File: src/rtl/dclk_div_pkg.sv
package dclk_div_pkg;
  localparam int SEL_W = 3;
  localparam logic [SEL_W-1:0] SEL_PIN  = 3'b000;
  localparam logic [SEL_W-1:0] SEL_DIV1 = 3'b001;
  localparam logic [SEL_W-1:0] SEL_DIV2 = 3'b010;

  function automatic logic code_is_bad(input logic [SEL_W-1:0] code);
    return (code != SEL_PIN) && (code != SEL_DIV1) && (code != SEL_DIV2);
  endfunction

  function automatic logic pick_div2(input logic [SEL_W-1:0] code, input logic pin);
    logic r;
    case (code)
      SEL_PIN:  r = pin;
      SEL_DIV2: r = 1'b1;
      default:  r = 1'b0;
    endcase
    return r;
  endfunction
endpackage

File: src/rtl/dclk_cfg_regs.sv
module dclk_cfg_regs #(
  parameter int ADDR_W = 8,
  parameter int DATA_W = 8,
  parameter int SEL_W  = 3,
  parameter logic [ADDR_W-1:0] SLIP_ADDR = 8'h71,
  parameter logic [ADDR_W-1:0] DIV_ADDR  = 8'h72
) (
  input  logic              clk,
  input  logic              rst_n,
  input  logic              soft_rst,
  input  logic              wr_en,
  input  logic [ADDR_W-1:0] wr_addr,
  input  logic [DATA_W-1:0] wr_data,
  input  logic [ADDR_W-1:0] rd_addr,
  output logic [DATA_W-1:0] rd_data,
  output logic [SEL_W-1:0]  sel_q,
  output logic              slip_q
);
  localparam int PAD_SEL  = DATA_W - SEL_W;
  localparam int PAD_SLIP = DATA_W - 1;

  logic             sel_en;
  logic [SEL_W-1:0] sel_d;
  logic             slip_en;
  logic             slip_d;

  // divisor select: only a write changes it, soft reset never does
  always_comb begin
    sel_en = wr_en && (wr_addr == DIV_ADDR);
    sel_d  = wr_data[SEL_W-1:0];
  end

  // slip bit: soft reset has priority over a write
  always_comb begin
    slip_en = soft_rst || (wr_en && (wr_addr == SLIP_ADDR));
    slip_d  = soft_rst ? 1'b0 : wr_data[0];
  end

  always_ff @(posedge clk or negedge rst_n) begin
    if (!rst_n)      sel_q <= '0;
    else if (sel_en) sel_q <= sel_d;
  end

  always_ff @(posedge clk or negedge rst_n) begin
    if (!rst_n)       slip_q <= 1'b0;
    else if (slip_en) slip_q <= slip_d;
  end

  always_comb begin
    if (rd_addr == DIV_ADDR)       rd_data = {{PAD_SEL{1'b0}}, sel_q};
    else if (rd_addr == SLIP_ADDR) rd_data = {{PAD_SLIP{1'b0}}, slip_q};
    else                           rd_data = '0;
  end
endmodule

File: src/rtl/dclk_slip_detect.sv
module dclk_slip_detect #(
  parameter int SYNC_STAGES = 2
) (
  input  logic clk,
  input  logic rst_n,
  input  logic soft_rst,
  input  logic slip_bit,
  output logic slip_pulse
);
  logic [SYNC_STAGES-1:0] sync_q;
  logic [SYNC_STAGES-1:0] sync_d;
  logic                   prev_q;
  logic                   prev_d;

  generate
    if (SYNC_STAGES == 1) begin : g_one
      always_comb sync_d = soft_rst ? '0 : slip_bit;
    end else begin : g_many
      always_comb sync_d = soft_rst ? '0 : {sync_q[SYNC_STAGES-2:0], slip_bit};
    end
  endgenerate

  always_comb prev_d = soft_rst ? 1'b0 : sync_q[SYNC_STAGES-1];

  always_ff @(posedge clk or negedge rst_n) begin
    if (!rst_n) begin
      sync_q <= '0;
      prev_q <= 1'b0;
    end else begin
      sync_q <= sync_d;
      prev_q <= prev_d;
    end
  end

  assign slip_pulse = sync_q[SYNC_STAGES-1] & ~prev_q;
endmodule

File: src/rtl/dclk_toggle_gen.sv
module dclk_toggle_gen (
  input  logic clk,
  input  logic rst_n,
  input  logic soft_rst,
  input  logic div2_sel,
  input  logic slip_pulse,
  output logic tog_q
);
  logic tog_en;
  logic tog_d;

  // a slip only counts in divide-by-2 mode: it suppresses one toggle
  always_comb begin
    tog_en = soft_rst || !(div2_sel && slip_pulse);
    tog_d  = soft_rst ? 1'b0 : ~tog_q;
  end

  always_ff @(posedge clk or negedge rst_n) begin
    if (!rst_n)      tog_q <= 1'b0;
    else if (tog_en) tog_q <= tog_d;
  end
endmodule

File: src/rtl/dclk_divider.sv
module dclk_divider
  import dclk_div_pkg::*;
#(
  parameter int ADDR_W      = 8,
  parameter int DATA_W      = 8,
  parameter int SYNC_STAGES = 2,
  parameter logic [ADDR_W-1:0] SLIP_ADDR = 8'h71,
  parameter logic [ADDR_W-1:0] DIV_ADDR  = 8'h72
) (
  input  logic              clk_in,
  input  logic              rst_n,
  input  logic              soft_rst,
  input  logic              pin_div2,
  input  logic              wr_en,
  input  logic [ADDR_W-1:0] wr_addr,
  input  logic [DATA_W-1:0] wr_data,
  input  logic [ADDR_W-1:0] rd_addr,
  output logic [DATA_W-1:0] rd_data,
  output logic              dclk_out,
  output logic              sel_bad
);
  logic [SEL_W-1:0] sel_q;
  logic             slip_q;
  logic             slip_pulse;
  logic             div2_sel;
  logic             tog_q;

  dclk_cfg_regs #(
    .ADDR_W(ADDR_W), .DATA_W(DATA_W), .SEL_W(SEL_W),
    .SLIP_ADDR(SLIP_ADDR), .DIV_ADDR(DIV_ADDR)
  ) u_regs (
    .clk(clk_in), .rst_n(rst_n), .soft_rst(soft_rst),
    .wr_en(wr_en), .wr_addr(wr_addr), .wr_data(wr_data),
    .rd_addr(rd_addr), .rd_data(rd_data),
    .sel_q(sel_q), .slip_q(slip_q)
  );

  dclk_slip_detect #(.SYNC_STAGES(SYNC_STAGES)) u_slip (
    .clk(clk_in), .rst_n(rst_n), .soft_rst(soft_rst),
    .slip_bit(slip_q), .slip_pulse(slip_pulse)
  );

  always_comb begin
    div2_sel = pick_div2(sel_q, pin_div2);
    sel_bad  = code_is_bad(sel_q);
  end

  dclk_toggle_gen u_tog (
    .clk(clk_in), .rst_n(rst_n), .soft_rst(soft_rst),
    .div2_sel(div2_sel), .slip_pulse(slip_pulse), .tog_q(tog_q)
  );

  assign dclk_out = div2_sel ? tog_q : clk_in;
endmodule

File: config.mk
export PLATFORM = sky130hd
export DESIGN_NAME = dclk_divider
export DESIGN_NICKNAME = d
export VERILOG_FILES = /design/src/rtl/dclk_div_pkg.sv /design/src/rtl/dclk_cfg_regs.sv /design/src/rtl/dclk_slip_detect.sv /design/src/rtl/dclk_toggle_gen.sv /design/src/rtl/dclk_divider.sv
export SDC_FILE = /design/constraint.sdc
export NUM_CORES = 1
export LEC_CHECK = 0
export ABC_AREA = 1
export ABC_CLOCK_PERIOD_IN_PS = 2800
export BUFFER_PORTS_ARGS = -buffer_cell sky130_fd_sc_hd__buf_2
export CORE_AREA = 2 2 40 42
export DETAILED_ROUTE_END_ITERATION = 7
export DIE_AREA = 0 0 42 44
export GPL_TIMING_DRIVEN = 1
export PLACE_DENSITY = 0.84
export SLEW_MARGIN = 15
export SYNTH_ARGS = -nofsm -noshare
export SYNTH_HDL_FRONTEND = slang
export SYNTH_SLANG_ARGS = --single-unit
File: constraint.sdc
create_clock -name clk_in -period 2.8 [get_ports clk_in]
set_clock_uncertainty 0.2 [all_clocks]
set_input_delay 0.42 -clock clk_in [delete_from_list [all_inputs] [get_ports clk_in]]
set_output_delay 0.42 -clock clk_in [all_outputs]
set_load 0.1 [all_outputs]
# Word-level counts from Yosys, hierarchy flattened

Index checks and enable logic that the tools add are counted.

Muxes and demuxes: 8
Bitwise gates (word level): 3
Equal/unequal tests: 7
Reductions and logical operators: 10

Operators by type and width:

| operator                                                                | count |
|---|---|
| 8-bit by 7-bit == test with 1-bit output, second input constant         | 4 |
| 1-bit logical AND                                                       | 5 |
| 1-bit 2-to-1 mux                                                        | 5 |
| 3-bit by 2-bit == test with 1-bit output, second input constant         | 1 |
| 3-bit zero test                                                         | 1 |
| 3-bit 2-to-1 mux                                                        | 1 |
| 3-bit by 1-bit inequality test with 1-bit output, second input constant | 1 |
| 3-bit by 2-bit inequality test with 1-bit output, second input constant | 1 |
| 3-bit nonzero test                                                      | 1 |
| 1-bit logical OR                                                        | 2 |
| 2-bit 2-to-1 mux                                                        | 1 |
| 1-bit inverter                                                          | 2 |
| 1-bit case mux with 2 select lines                                      | 1 |
| 1-bit bitwise AND                                                       | 1 |
| 1-bit zero test                                                         | 1 |

Word-level logic and storage cells: 33
Output and inout bits: 10
Bits of input ports: 29
Register bits: 8

# Depth between registers and ports, before layout

Gate-level depths: netlist (run 1).

Depth after elaboration: 5
Gate-level depth with buffers: 6
Mapped depth without buffers: 6

# Cells and area by module

A second synthesis (run 1) with hierarchy kept.

Cells, all modules: 82
Area, all modules: 551.8 um2

Modules (own cells, without submodules):

| module           | times used | cells each | sequential area each (um2) | area each (um2) |
|---|---|---|---|---|
| dclk_cfg_regs    | 1          | 54         | 100.1                      | 354.1 |
| dclk_slip_detect | 1          | 10         | 75.1                       | 101.3 |
| dclk_toggle_gen  | 1          | 7          | 25.0                       | 51.3 |
| dclk_divider     | 1          | 11         | 0.0                        | 45.0 |

==> parameters.txt, run 1 <==
Parameter                              Value

Floorplanning
  Die width    between 40 and 50 um
  Die area    1848 um2
  Starting utilization of the core area    37.92%
  Number of standard-cell rows in the floorplan    14
  Number of primary I/O pins    39
  Die boundary height    44 um
  Placeable core area    between 1000 and 1500 um2

Worst setup path
  Maximum fanout encountered on the critical timing path    2
  Critical path class    clk -> out
  Maximum single-stage delay on the critical path    roughly 290 ps
  Required arrival time at the worst endpoint    about 2200 ps
  Data arrival, critical path    between 2000 and 2500 ps
  Worst Reg-to-Reg Cells    6
  Crit-path most repeated cell    clkbuf_4
  Worst-case register-to-register setup slack    roughly 1600 ps
  FF-to-FF Start    u_regs.sel_q[2]
  Worst reg2reg path endpoint    u_tog.tog_q
  CP cell instances    clkbuf_4 > clkbuf_4 > nor2_1 > a21oi_1 > buf_2
  Worst setup EP type    output port
  Slowest cell on the critical path    buf_2
  Crit path launch type    clock port

Cells and area
  Most frequent cells in the layout    buf_2 (28), inv_1 (15), nand2_1 (12)
  Most common library cell in the layout ignoring fill and taps    buf_2
  Number of nets at the end of the flow    roughly 140
  Number of fillers in the final layout    around 150
  Number of antenna repair diodes    0
  Share of final-layout standard cells stronger than drive strength 1    40.74%
  Area overhead of the layout relative to synthesis    35.81%

Global routing
  Number of antenna violations at the first check in global routing    0
  First-pass GRT wire length    1925 um
  Maximum number of pins on one net before global-route repair    9
  Via count of the first global-routing pass    ~510
  Total global-route track usage    15.58%
  Leftover overflow at the end of global routing    0
  Global Route met1 Usage    a little over an eighth
  Gr busiest metal    met2
  Met3 layer usage reported by global route    about a tenth
  Fraction of met2 tracks used by global routing    between 20% and 30%

Hold path
  Min-delay src    soft_rst
  Hold WC Path Type    in -> reg
  Hold-critical path depth    2
  Worst hold path endpoint    u_slip.sync_q[1]

Timing
  Worst setup margin    114.0 ps
  Total setup violations reported at the end of the flow    0
  Setup repair after global routing missed its margin    false
  TNS Setup    0 ps
  Final hold violations    0
  Final-report max-slew violation count    0

Route
  Post-DRT Antenna Nets    0
  Total wire length    around 1100 um
  Via Count    ~540
  Ratio of routed vias to standard cells    between 4 and 5
  Iteration count of the initial detailed-routing pass    4
  Drt drc    0
  1st-iter DRT viols    15
  WL/cell    between 8 and 9 um

Yosys
  Register bit total from synthesis    8
  Library cells used by synthesis    18
  Number of instances in the synthesized netlist    74
  Cell area after synthesis    around 540 um2
  Count of synthesis-stage warnings from yosys    0
  Sequential area share after synthesis    between 30 and 40%
  Avg Cell Area, Syn    a little over 7 um2

Pwr
  Combinational share of power    19.4%
  Internal power    ~0.24 mW
  Sw frac    just under 40%
  Peak supply drop    roughly 240 uV
  Clk network pwr share    roughly 51%
  Static leakage power    0.4172 nW
  Power density relative to cell area    551.9 nW/um2
  Relative contribution of sequential cells to total power    between 20% and 30%
  Switching component of the power    ~0.16 mW

Clocking
  Post-CTS setup repair buffer count    0
  CTS tree    done
  Clk Latency, worst-skew pair    350 ps
  Clock slew at the register clock pins of the worst setup and hold paths    approximately 50 ps

Flow run
  Count of max-cap constraint violations    0

Placed design
  GPL Wtd Cong    between 0.7 and 0.8
  Port Buffer Count    28
  Worst Setup Slack post-DPL    between 300 and 400 ps
  HPWL reported at the end of detailed placement    approximately 920 um

Outcome
  Result of the run    complete, no violations
routing by layer:
| metal | vias up | share of wire (%) |
|---|---|---|
| li1 | 282 | - |
| met1 | 226 | 38 |
| met2 | 29 | 52 |
| met3 | 0 | 10 |
| met4 | 0 | 0 |
| met5 | - | 0 |
state kept, by name (all words and copies together) (netlist names):
signal,count
u_slip.prev_q,1
u_tog.tog_q,1
u_regs.sel_q,3
u_regs.slip_q,1
u_slip.sync_q,2
layout make-up:
| cell class | instances | area, um2 | share of cell area, % |
|---|---|---|---|
| multi-input cells | 50 | 259.0 | 35.45 |
| clock buffers | 7 | 50.05 | 6.849 |
| flip-flops and latches | 8 | 200.2 | 27.40 |
| repair buffers | 28 | 145.1 | 19.86 |
| well taps | 16 | 20.02 | 2.740 |
| inverters | 15 | 56.30 | 7.705 |
metrics by stage:
| stage | instance area [um2] | total power [mW] | std cells | utilization [%] | hold WS [ps] |
|---|---|---|---|---|---|
| 2_1_floorplan | 553.0 | 0.2365 | 78 | - | -75.59 |
| 3_3_place_gp | 675.6 | 0.2556 | 117 | 47.62 | 63.42 |
| 3_5_place_dp | 675.6 | 0.2580 | 117 | 47.62 | 69.99 |
| 4_1_cts | 730.7 | 0.4120 | 124 | 51.50 | 70.13 |
| 5_1_grt | 730.7 | 0.4321 | 124 | 51.50 | 69.98 |
| 6_report | 730.7 | 0.4033 | 124 | 51.50 | 77.85 |
worst max path at each step:
| stage | start | to | slack [ps] | cells past startpoint |
|---|---|---|---|---|
| after global placement | clk_in | dclk_out | 380 | 3 |
| after CTS | clk_in | dclk_out | 100 | 5 |
| after floorplan | u_regs.sel_q[2] | dclk_out | 80 | 5 |
| final | clk_in | dclk_out | 110 | 5 |
| after global routing | clk_in | dclk_out | 60 | 5 |
| after detailed placement | clk_in | dclk_out | 380 | 3 |
power groups by stage:
stage | logic [mW] | registers, mW | clock network [mW]
floorplan | 0.0599 | 0.122 | 0.0543
global placement | 0.0752 | 0.123 | 0.0578
detailed placement | 0.0776 | 0.123 | 0.0578
CTS | 0.0789 | 0.121 | 0.212
global route | 0.0849 | 0.121 | 0.226
finish | 0.0783 | 0.121 | 0.204
critical path: cells and delay by family:
family          cells  cell delay [ps]
simple gates        1              100
compound gates      1               50
buf+inv             3              520
cells by family after synthesis:
| group | Yosys count | synth area share, % |
|---|---|---|
| simple gates | 40 | 39.30 |
| buf+inv | 20 | 17.44 |
| flops | 8 | 37.21 |
| compound gates | 5 | 5.347 |
| other cells | 1 | 0.6970 |
cells in the mapped netlist, drive strengths merged:
master	count	share of area, %
a21oi	2	1.9
nand3	8	8.4
nor3b	1	2.3
and3	1	1.2
buf	5	7.0
dfrtp	8	37
nor2	13	14
nand2	15	12
o21ai	3	3.5
inv	15	10
conb	1	0.70
nor3	2	1.9
timing repair:
action                                 4_1_cts  5_1_grt
resized for setup                            0        0
hold buffers                                 1        0
endpoints found under the hold margin        8        0
Note: power is estimated with default switching activity, not from simulation.
==> run 2, diff against run 1 <==
- PLACE_DENSITY: 0.84 -> 0.85
- SYNTH_HIERARCHICAL: default -> 1
==> parameters.txt, run 2 <==
Parameter                              Value

Outcome
  Result of the run    complete, no violations

Timing
  Final hold violations    0
  Setup repair after global routing missed its margin    false
  TNS Setup    0 ps
  Final-report max-slew violation count    0
  Total setup violations reported at the end of the flow    0
  Worst setup margin    179.5 ps

Hold path
  Hold WC Path Type    in -> reg
  Min-delay src    soft_rst
  Worst hold path endpoint    u_slip/sync_q[0]
  Hold-critical path depth    2

Clocking
  Post-cts sizing count    0
  Post-CTS setup repair buffer count    0
  CTS tree    done
  Hold_buf cts    1
  Clk Latency, worst-skew pair    about 360 ps
  Clock slew at the register clock pins of the worst setup and hold paths    around 50 ps

Global routing
  Via count of the first global-routing pass    524
  Number of antenna violations at the first check in global routing    0
  Total global-route track usage    between 10% and 20%
  Leftover overflow at the end of global routing    0
  Maximum number of pins on one net before global-route repair    9
  First-pass GRT wire length    1718 um

Yosys
  Library cells used by synthesis    14
  Most used flip-flop cell after synthesis    dfrtp_1
  Largest cells by area after synthesis    dfrtp_1 (36%), nand2_1 (14%), inv_1 (12%), nor2_1 (8.2%), buf_4 (6.8%)
  Cell area after synthesis    551.8 um2
  Most frequent cells after synthesis    nand2_1 (21), inv_1 (17), nor2_1 (12), dfrtp_1 (8), nand3_1 (7)
  FFs w/ async S/R, synth    100.0%
  Register bit total from synthesis    8
  Number of instances in the synthesized netlist    82
  Avg Cell Area, Syn    ~6.7 um2
  Count of synthesis-stage warnings from yosys    6
  Largest area contributor in the synthesized netlist    dfrtp_1
  Sequential area share after synthesis    36.28%
  Count of flip-flops with a built-in enable after synthesis    0
  Area fraction of the dominant cell type after synthesis    a little over a third
  Top-count cell post-synth    nand2_1

Worst setup path
  Worst-case register-to-register setup slack    1630 ps
  Worst Reg-to-Reg Cells    6
  Maximum single-stage delay on the critical path    280 ps
  Critical path class    clk -> out
  Largest delay share family, worst path    buffers and inverters
  CP cell instances    clkbuf_4 > clkbuf_4 > nand2_1 > nand2_1 > buf_2
  Worst setup EP type    output port
  Worst reg2reg path endpoint    u_tog/tog_q
  Maximum fanout encountered on the critical timing path    2
  FF-to-FF Start    u_regs/sel_q[0]
  Required arrival time at the worst endpoint    between 2000 and 2500 ps
  Crit path launch type    clock port
  Data arrival, critical path    around 2000 ps
  Buffers & Inverters on Critical Path    3
  Slowest cell on the critical path    buf_2

Pwr
  Sw frac    around 40%
  Static leakage power    approximately 0.45 nW
  Power density relative to cell area    about 560 nW/um2
  Internal power    0.2469 mW
  Relative contribution of sequential cells to total power    30.6%
  Switching component of the power    0.1668 mW
  Clk network pwr share    between 50 and 60%
  Peak supply drop    approximately 260 uV
  Combinational share of power    18.3%

Floorplanning
  Starting utilization of the core area    between 30 and 40%
  Die width    approximately 42 um
  Number of standard-cell rows in the floorplan    14
  Die boundary height    44 um
  Die area    between 1500 and 2000 um2
  Placeable core area    roughly 1400 um2
  Number of primary I/O pins    39

Flow run
  Count of max-cap constraint violations    0

Cells and area
  Share of final-layout standard cells stronger than drive strength 1    ~36%
  Area overhead of the layout relative to synthesis    34.92%
  Number of fillers in the final layout    about 150
  Most common library cell in the layout ignoring fill and taps    buf_2
  Number of antenna repair diodes    0
  Register with the highest flop count    u_regs/sel_q
  Largest registers    u_regs/sel_q x3, u_slip/sync_q x2
  Most frequent cells in the layout    buf_2 (28), nand2_1 (21), inv_1 (17)
  Max FFs per register    3
  Number of nets at the end of the flow    147

Route
  1st-iter DRT viols    16
  WL/cell    around 8.3 um
  Ratio of routed vias to standard cells    between 4 and 5
  Post-DRT Antenna Nets    0
  Via Count    570
  Drt drc    0
  Total wire length    between 1000 and 1500 um
  Iteration count of the initial detailed-routing pass    4

Placed design
  GPL Wtd Cong    a little over 0.7
  Port Buffer Count    28
  Worst Setup Slack post-DPL    approximately 420 ps
  HPWL reported at the end of detailed placement    slightly below 900 um
## run 2: cell count changes in the layout (fill, tap and decap cells not counted), sizes merged
| cell | delta |
|---|---|
| a21oi | -2 |
| inv | +2 |
| nand2 | +8 |
| nand3 | -1 |
| nand4 | +2 |
| nor2 | +3 |
| nor3 | -2 |
| o21ai | -2 |
## run 2: layout make-up
class	instances	area (um2)	share of cell area, %
multi-input cells	56	265.3	35.63
flip-flops and latches	8	200.2	26.89
repair buffers	28	145.1	19.50
inverters	17	63.81	8.571
clock buffers	7	50.05	6.723
well taps	16	20.02	2.689
## run 2: worst max-delay path by stage
stage | start | end | slack [ps] | depth (start not counted)
floorplan | rd_addr[4] | rd_data[1] | 170 | 4
global placement | clk_in | dclk_out | 420 | 3
detailed placement | clk_in | dclk_out | 420 | 3
CTS | clk_in | dclk_out | 170 | 5
global route | clk_in | dclk_out | 130 | 5
finish | clk_in | dclk_out | 180 | 5
## run 2: routing by layer
layer / global-route usage, % / part of all wire [%] / up-vias / wire length (um)
met5: 0 / 0 / - / 0
met4: 12.26 / 1.4 / 0 / 15
met3: 11.67 / 9.1 / 2 / 99
met2: 22.19 / 51 / 27 / 558
met1: 11.14 / 38 / 239 / 416
li1: - / - / 302 / -
## run 2: cells by family (layout without fill, tap and decap cells)
group	count (synthesis)	in the layout	share of synthesized area, %
other	1	5	0.6796
AO/OA/AOI/OAI	1	1	1.588
flip-flops	8	8	36.28
buffers and inverters	22	52	18.37
AND/OR/NAND/NOR	50	50	43.08
## run 2: power groups by stage
stage | clock, mW | combinational (mW) | sequential, mW
finish | 0.212 | 0.0756 | 0.126
global route | 0.231 | 0.0826 | 0.127
CTS | 0.219 | 0.0760 | 0.126
detailed placement | 0.0664 | 0.0749 | 0.128
global placement | 0.0664 | 0.0728 | 0.128
floorplan | 0.0609 | 0.0587 | 0.127
## run 2: through the flow
| stage | hold WS (ps) | instance area [um2] | std cells | utilization [%] | total power, mW |
|---|---|---|---|---|---|
| floorplan | -75.59 | 566.8 | 86 | - | 0.2463 |
| global placement | 65.71 | 689.4 | 125 | 48.59 | 0.2672 |
| finish | 78.37 | 744.5 | 132 | 52.47 | 0.4137 |
| CTS | 68.61 | 744.5 | 132 | 52.47 | 0.4215 |
| detailed placement | 68.85 | 689.4 | 125 | 48.59 | 0.2696 |
| global route | 74.58 | 744.5 | 132 | 52.47 | 0.4406 |
